===== src/rtl/smbus_reg_pkg.sv =====
package smbus_reg_pkg;

  localparam int BYTE_W    = 8;
  localparam int STRAP_IDX = 6;
  localparam int STRAP_W   = 3;
  localparam int ID_IDX    = 7;
  localparam int NIB_W     = 4;

  typedef struct packed {
    logic              wrEn;
    logic [BYTE_W-1:0] idx;
    logic [BYTE_W-1:0] data;
  } regCmd_t;

  typedef enum logic [2:0] {
    ST_IDLE, ST_RX, ST_RX_ACK, ST_TX, ST_TX_ACK
  } busState_e;

  typedef enum logic [2:0] {
    ROLE_ADDR, ROLE_INDEX, ROLE_COUNT, ROLE_DATA, ROLE_RDADDR
  } byteRole_e;

  function automatic logic [BYTE_W-1:0] resetValue(input int i);
    case (i)
      0, 1, 2:   return 8'hFF;
      4:         return 8'h07;
      STRAP_IDX: return 8'h08;
      default:   return 8'h00;
    endcase
  endfunction

  function automatic logic [BYTE_W-1:0] writeMask(input int i);
    case (i)
      STRAP_IDX: return 8'hF8;
      ID_IDX:    return 8'h00;
      default:   return 8'hFF;
    endcase
  endfunction

endpackage


===== src/rtl/smbus_reg_ctrl.sv =====
module smbus_reg_ctrl
  import smbus_reg_pkg::*;
#(
  parameter logic [7:0] WR_ADDR     = 8'hD2,
  parameter logic [7:0] RD_ADDR     = 8'hD3,
  parameter int         SYNC_STAGES = 2
) (
  input  logic              clk,
  input  logic              rstN,
  input  logic              sclIn,
  input  logic              sdaIn,
  input  logic [BYTE_W-1:0] rdData,
  input  logic [BYTE_W-1:0] cntData,
  output regCmd_t           cmd,
  output logic              sdaPullDown
);

  localparam logic [3:0] LAST_BIT = 4'd8;

  logic [SYNC_STAGES-1:0] sclSync, sdaSync;
  logic sclPrev, sdaPrev, sclNow, sdaNow;
  logic sclRise, sclFall, startEv, stopEv;

  always_ff @(posedge clk or negedge rstN) begin
    if (!rstN) begin
      sclSync <= '1;
      sdaSync <= '1;
      sclPrev <= 1'b1;
      sdaPrev <= 1'b1;
    end else begin
      sclSync <= {sclSync[SYNC_STAGES-2:0], sclIn};
      sdaSync <= {sdaSync[SYNC_STAGES-2:0], sdaIn};
      sclPrev <= sclSync[SYNC_STAGES-1];
      sdaPrev <= sdaSync[SYNC_STAGES-1];
    end
  end

  assign sclNow  = sclSync[SYNC_STAGES-1];
  assign sdaNow  = sdaSync[SYNC_STAGES-1];
  assign sclRise = sclNow & ~sclPrev;
  assign sclFall = ~sclNow & sclPrev;
  assign startEv = sclNow & sclPrev & sdaPrev & ~sdaNow;
  assign stopEv  = sclNow & sclPrev & ~sdaPrev & sdaNow;

  busState_e         state;
  byteRole_e         role;
  logic [3:0]        bitCnt;
  logic [BYTE_W-1:0] shiftReg, txByte, idx, remain;
  logic              byteDone, wrEn;

  assign byteDone = (state == ST_RX) && (bitCnt == LAST_BIT) && sclFall;
  assign wrEn     = byteDone && (role == ROLE_DATA) && (remain != '0);

  always_comb begin
    cmd.wrEn = wrEn;
    cmd.idx  = idx;
    cmd.data = shiftReg;
  end

  always_ff @(posedge clk or negedge rstN) begin
    if (!rstN) begin
      state       <= ST_IDLE;
      role        <= ROLE_ADDR;
      bitCnt      <= '0;
      shiftReg    <= '0;
      txByte      <= '0;
      idx         <= '0;
      remain      <= '0;
      sdaPullDown <= 1'b0;
    end else if (startEv) begin
      state       <= ST_RX;
      role        <= ROLE_ADDR;
      bitCnt      <= '0;
      sdaPullDown <= 1'b0;
    end else if (stopEv) begin
      state       <= ST_IDLE;
      sdaPullDown <= 1'b0;
    end else begin
      unique case (state)
        ST_RX: begin
          if (sclRise && bitCnt != LAST_BIT) begin
            shiftReg <= {shiftReg[BYTE_W-2:0], sdaNow};
            bitCnt   <= bitCnt + 4'd1;
          end else if (byteDone) begin
            bitCnt <= '0;
            unique case (role)
              ROLE_ADDR: begin
                if (shiftReg == WR_ADDR) begin
                  role        <= ROLE_INDEX;
                  state       <= ST_RX_ACK;
                  sdaPullDown <= 1'b1;
                end else if (shiftReg == RD_ADDR) begin
                  role        <= ROLE_RDADDR;
                  state       <= ST_RX_ACK;
                  sdaPullDown <= 1'b1;
                end else begin
                  state <= ST_IDLE;
                end
              end
              ROLE_INDEX: begin
                idx         <= shiftReg;
                role        <= ROLE_COUNT;
                state       <= ST_RX_ACK;
                sdaPullDown <= 1'b1;
              end
              ROLE_COUNT: begin
                remain      <= shiftReg;
                role        <= ROLE_DATA;
                state       <= ST_RX_ACK;
                sdaPullDown <= 1'b1;
              end
              default: begin
                if (remain != '0) begin
                  idx    <= idx + 8'd1;
                  remain <= remain - 8'd1;
                end
                state       <= ST_RX_ACK;
                sdaPullDown <= 1'b1;
              end
            endcase
          end
        end
        ST_RX_ACK: begin
          if (sclFall) begin
            if (role == ROLE_RDADDR) begin
              state       <= ST_TX;
              txByte      <= cntData;
              sdaPullDown <= ~cntData[BYTE_W-1];
              bitCnt      <= '0;
            end else begin
              state       <= ST_RX;
              sdaPullDown <= 1'b0;
            end
          end
        end
        ST_TX: begin
          if (sclRise) begin
            bitCnt <= bitCnt + 4'd1;
          end else if (sclFall) begin
            if (bitCnt == LAST_BIT) begin
              state       <= ST_TX_ACK;
              sdaPullDown <= 1'b0;
            end else begin
              txByte      <= {txByte[BYTE_W-2:0], 1'b0};
              sdaPullDown <= ~txByte[BYTE_W-2];
            end
          end
        end
        ST_TX_ACK: begin
          if (sclRise) begin
            if (sdaNow) state <= ST_IDLE;
          end else if (sclFall) begin
            state       <= ST_TX;
            txByte      <= rdData;
            sdaPullDown <= ~rdData[BYTE_W-1];
            idx         <= idx + 8'd1;
            bitCnt      <= '0;
          end
        end
        default: ;
      endcase
    end
  end

endmodule


===== src/rtl/smbus_reg_file.sv =====
module smbus_reg_file
  import smbus_reg_pkg::*;
#(
  parameter int         NUM_REGS  = 8,
  parameter logic [7:0] DEF_COUNT = 8'd8
) (
  input  logic                       clk,
  input  logic                       rstN,
  input  regCmd_t                    cmd,
  input  logic [STRAP_W-1:0]         strapIn,
  input  logic [NIB_W-1:0]           revId,
  input  logic [NIB_W-1:0]           vendorId,
  output logic [BYTE_W-1:0]          rdData,
  output logic [BYTE_W-1:0]          cntData,
  output logic [NUM_REGS*BYTE_W-1:0] ctrlOut
);

  localparam int IDX_W = $clog2(NUM_REGS);

  logic [BYTE_W-1:0] view [NUM_REGS];

  for (genvar g = 0; g < NUM_REGS; g++) begin : g_byte
    if (g == ID_IDX) begin : g_id
      assign view[g] = {revId, vendorId};
    end else begin : g_store
      localparam logic [BYTE_W-1:0] MASK = writeMask(g);
      logic [BYTE_W-1:0] store;
      always_ff @(posedge clk or negedge rstN) begin
        if (!rstN)
          store <= resetValue(g);
        else if (cmd.wrEn && cmd.idx == 8'(g))
          store <= (store & ~MASK) | (cmd.data & MASK);
      end
      if (g == STRAP_IDX) begin : g_strap
        assign view[g] = {store[BYTE_W-1:STRAP_W], strapIn};
      end else begin : g_plain
        assign view[g] = store;
      end
    end
    assign ctrlOut[g*BYTE_W +: BYTE_W] = view[g];
  end

  always_ff @(posedge clk or negedge rstN) begin
    if (!rstN)
      cntData <= DEF_COUNT;
    else if (cmd.wrEn && cmd.idx == 8'(NUM_REGS))
      cntData <= cmd.data;
  end

  always_comb begin
    if (cmd.idx < 8'(NUM_REGS))
      rdData = view[cmd.idx[IDX_W-1:0]];
    else
      rdData = '0;
  end

endmodule


===== src/rtl/smbus_reg_target.sv =====
module smbus_reg_target
  import smbus_reg_pkg::*;
#(
  parameter int         NUM_REGS    = 8,
  parameter logic [7:0] WR_ADDR     = 8'hD2,
  parameter logic [7:0] RD_ADDR     = 8'hD3,
  parameter logic [7:0] DEF_COUNT   = 8'd8,
  parameter int         SYNC_STAGES = 2
) (
  input  logic                       clk,
  input  logic                       rstN,
  input  logic                       sclIn,
  input  logic                       sdaIn,
  output logic                       sdaPullDown,
  input  logic [STRAP_W-1:0]         strapIn,
  input  logic [NIB_W-1:0]           revId,
  input  logic [NIB_W-1:0]           vendorId,
  output logic [NUM_REGS*BYTE_W-1:0] ctrlOut
);

  regCmd_t           cmdBus;
  logic [BYTE_W-1:0] rdData, cntData;

  smbus_reg_ctrl #(
    .WR_ADDR(WR_ADDR), .RD_ADDR(RD_ADDR), .SYNC_STAGES(SYNC_STAGES)
  ) ctrl_i (
    .clk(clk), .rstN(rstN), .sclIn(sclIn), .sdaIn(sdaIn),
    .rdData(rdData), .cntData(cntData), .cmd(cmdBus),
    .sdaPullDown(sdaPullDown)
  );

  smbus_reg_file #(
    .NUM_REGS(NUM_REGS), .DEF_COUNT(DEF_COUNT)
  ) file_i (
    .clk(clk), .rstN(rstN), .cmd(cmdBus), .strapIn(strapIn),
    .revId(revId), .vendorId(vendorId), .rdData(rdData),
    .cntData(cntData), .ctrlOut(ctrlOut)
  );

endmodule


===== config.mk =====
export PLATFORM = sky130hd
export DESIGN_NAME = smbus_reg_target
export DESIGN_NICKNAME = d
export VERILOG_FILES = /design/src/rtl/smbus_reg_pkg.sv /design/src/rtl/smbus_reg_ctrl.sv /design/src/rtl/smbus_reg_file.sv /design/src/rtl/smbus_reg_target.sv
export SDC_FILE = /design/constraint.sdc
export NUM_CORES = 1
export LEC_CHECK = 0
export CAP_MARGIN = 20
export CORE_MARGIN = 8
export CORE_UTILIZATION = 58
export DETAILED_ROUTE_END_ITERATION = 6
export DONT_BUFFER_PORTS = 1
export GPL_ROUTABILITY_DRIVEN = 1
export HOLD_SLACK_MARGIN = 0.02
export MAX_ROUTING_LAYER = met4
export PLACE_DENSITY = 0.76
export SYNTH_ARGS = -nofsm -noshare
export SYNTH_HDL_FRONTEND = slang
export SYNTH_SLANG_ARGS = --single-unit

===== constraint.sdc =====
create_clock -name clk -period 2.55 [get_ports clk]
set_input_delay 0.255 -clock clk [delete_from_list [all_inputs] [get_ports clk]]
set_output_delay 0.255 -clock clk [all_outputs]
set_load 0.03 [all_outputs]

==> flow_metrics.py <==
metrics = {
    "routing": {
        "drt_iter0_drc": 300,
        "drcViolationCount": 0,
        "vias": 4153,
        "dr.pass1.iters": 4,
        "wirelength_um": 14200,
        "antenna_left": 0,
        "vias_per_cell": 6.38,
        "wl_per_cell_um": 21.8,
    },
    "sta": {
        "holdWs_ps": -442,
        "finalHoldViolCount": 109,
        "fin_crit_ps": 2490,
        "setup_tns_ps": 0,
        "maxSlewViolCount": 0,
        "final.period_utilization_pct": 97.5,
        "rsz0062_at_grt": "no",
        "slew_headroom_pct": 64.2,
        "clock_skew_ps": 10.0,
        "worst_slack_ps": 63.1,
        "worst_pin_slew_ps": 536,
        "max_freq_mhz": 402,
        "finalSetupViolCount": 0,
    },
    "synthesis": {
        "mappedNetlistArea_um2": 5780,
        "ys.flop_type": "dfrtp_1",
        "ys_ff_latch": 109,
        "synth_fp_nets": 529,
        "synth_edf_count": 0,
        "synthArstFlopShare_pct": 100,
        "yosysWarnings": 0,
        "avgSynthCellArea_um2": 11.4,
        "synth-seq-area-share_pct": 48.0,
        "postSynthCellCount": 506,
        "synth.distinct_cells": 59,
    },
    "floorplan": {
        "die_w_um": 116,
        "core-area_um2": 9730,
        "start_util_pct": 59.4,
        "die-area_um2": 13400,
        "die_y_um": 116,
        "ios": 80,
        "rows": 36,
    },
    "global_route": {
        "grt_pass1_wl_um": 22900,
        "grt_overflow": 0,
        "grt_max_degree": 110,
        "grt_pass1_vias": 4344,
        "antenna_found_initial": 0,
        "grt.total_usage_pct": 23.0,
    },
    "cells_and_area": {
        "final_nets": 536,
        "stdcell_count": 651,
        "diodes": 0,
        "multi_input_area_um2": 2760,
        "utilization_pct": 63.9,
        "regArea_um2": 2770,
        "drive_gt1_share_pct": 35.3,
        "areaGrowthSynthToFinish_pct": 7.56,
        "fillers": 757,
    },
    "pwr": {
        "ir_drop_uv": 394,
        "power_leakage_nw": 2.65,
        "pwr_density_cell_nw_per_um2": 465,
    },
    "worst_setup_path": {
        "crit_buf_inv": 0,
        "cp-end-kind": "register",
        "reg2reg_to": "file_i.g_byte[4].g_store.store[3]",
        "crit_chain": "or3b_4 -> or3_4 -> or4b_4 -> nor2_8 -> mux2_2",
        "ff2ff_setup_slack_ps": 60,
        "slowest_delay_ps": 600,
        "criticalPathCategory": "register to register",
        "cp-startpoint": "ctrl_i.state[1]",
        "cp-start-kind": "register",
        "arrival_ps": 2760,
        "crit_path_max_fanout": 8,
        "crit_cells": 5,
        "r2r_cells": 5,
        "critPathCapture": "file_i.g_byte[4].g_store.store[3]",
        "critPathSlowestCell": "or4b_4",
        "timing.rr.start": "ctrl_i.state[1]",
        "cp_top_family": "simple AND/OR/NAND/NOR gates",
        "required_ps": 2820,
    },
    "clock_network": {
        "post_cts_buffers": 0,
        "cts_tree": "yes",
        "hold_buffers": 2,
        "path_clk_slew_ps": 100,
        "cts_made_buffers": 9,
        "cts.htree.levels": 3,
        "clock_latency_ps": 380,
        "cts_buffer_depth": 2,
        "clkSinkCount": 109,
        "post_cts_resized": 0,
        "cts_root_buffer": "clkbuf_8",
    },
    "place": {
        "detailed_place_hpwl_um": 10000,
        "portBuffers": 0,
        "dpl_worst_slack_ps": 80.0,
        "place_congestion": 0.930,
        "dp.cells": 633,
    },
    "run_status": {
        "violations": "hold timing",
        "status": "finished with violations",
    },
    "worst_hold_path": {
        "hp-class": "input port to asynchronous set/reset pin",
    },
    "job": {
        "maxCapViolCount": 0,
    },
}
==> through the flow <==
step / total power [mW] / hold WS, ps / area (µm²)
floorplan: 1.91 / -40.6 / 5780
global placement: 1.92 / -35.5 / 6010
detailed placement: 1.93 / -34.9 / 6010
CTS: 2.91 / -462 / 6210
global route: 3.00 / -473 / 6210
finish: 2.89 / -442 / 6210
==> per-layer routing <==
metal	track usage, %	share of wire (%)
met1	27.2	41
met2	35.6	48
met3	7.03	7.5
met4	10.1	3.0
met5	-	0
==> sequential cells by signal, summed over array words and instances, names as in the netlist, 2 cells and up <==
| register | flops |
|---|---|
| ctrl_i.shiftReg | 8 |
| ctrl_i.sclSync | 2 |
| file_i.g_byte.g_store.store | 53 |
| ctrl_i.idx | 8 |
| ctrl_i.txByte | 7 |
| ctrl_i.bitCnt | 4 |
| ctrl_i.remain | 8 |
| file_i.cntData | 8 |
| ctrl_i.state | 3 |
| ctrl_i.role | 3 |
| ctrl_i.sdaSync | 2 |
==> worst reg2reg max path, delay by kind of cell (launching register included) <==
kind,cells,cell delay (ps)
flip-flops,1,390
multiplexers,1,360
AND/OR/NAND/NOR,4,1630
==> area by class of cell <==
cell class / instances / share of cell area, %
Tap cell: 133 / 2.68
Clock buffer: 10 / 2.22
Multi-Input combinational cell: 346 / 44.5
Timing Repair Buffer: 36 / 4.63
Sequential cell: 109 / 44.6
Inverter: 11 / 0.665
Clock inverter: 6 / 0.705
==> synth_stat cells (all sizes together), types with 3 or more instances <==
cell type / n / area [µm²]
or2: 3 / 18.8
mux4: 16 / 360
o211ai: 4 / 30.0
dfrtp: 74 / 1850
nand4: 4 / 25.0
a31oi: 5 / 31.3
clkbuf: 25 / 93.8
nor4: 4 / 25.0
buf: 15 / 105
dfstp: 35 / 920
a211o: 3 / 26.3
ha: 8 / 100
and3: 3 / 18.8
nand2: 35 / 131
nand3b: 3 / 22.5
or3: 3 / 23.8
mux2: 70 / 788
o22ai: 11 / 68.8
nand2b: 5 / 31.3
inv: 11 / 41.3
a21oi: 35 / 175
nor2: 34 / 168
nor3: 10 / 55.1
mux2i: 11 / 110
nor3b: 5 / 37.5
o31ai: 3 / 22.5
o21ai: 21 / 105
o22a: 8 / 70.1
nand3: 10 / 50.1
nor2b: 4 / 25.0
==> cell usage in the layout (no fill, tap or decap), types with 9 or more instances in the layout <==
cell / count
dfstp_2: 35
nor2_1: 31
mux2_2: 70
buf_4: 33
dfrtp_1: 74
nand2_1: 35
a21oi_1: 35
o21ai_0: 21
o22ai_1: 11
nor3_1: 9
nand3_1: 10
inv_1: 11
mux4_2: 16
clkbuf_8: 10
mux2i_1: 11
==> logic make-up (layout without fill, tap and decap cells) <==
family | after synthesis | in the layout | synth area share, %
AOI/OAI and AO/OA | 106 | 106 | 11.5
xor gates and xnor gates | 2 | 2 | 0.303
adders and majority gates | 8 | 8 | 1.73
buffers and inverters | 51 | 63 | 4.16
DFF | 109 | 109 | 48.0
muxes | 97 | 97 | 21.8
and+or+nand+nor | 133 | 133 | 12.5
==> where the power goes <==
part	switching [mW]	internal, mW
sequential	0.0359	1.75
combinational	0.0625	0.0470
clock	0.601	0.388
total	0.699	2.19
==> worst min path at each step <==
stage / start / to
after floorplan: rstN / ctrl_i.bitCnt[0]
after global placement: rstN / ctrl_i.remain[4]
after detailed placement: rstN / ctrl_i.remain[4]
after CTS: rstN / ctrl_i.remain[0]
after global routing: rstN / ctrl_i.remain[1]
final: rstN / ctrl_i.remain[0]
No activity file was read; power rests on OpenSTA's default activity.
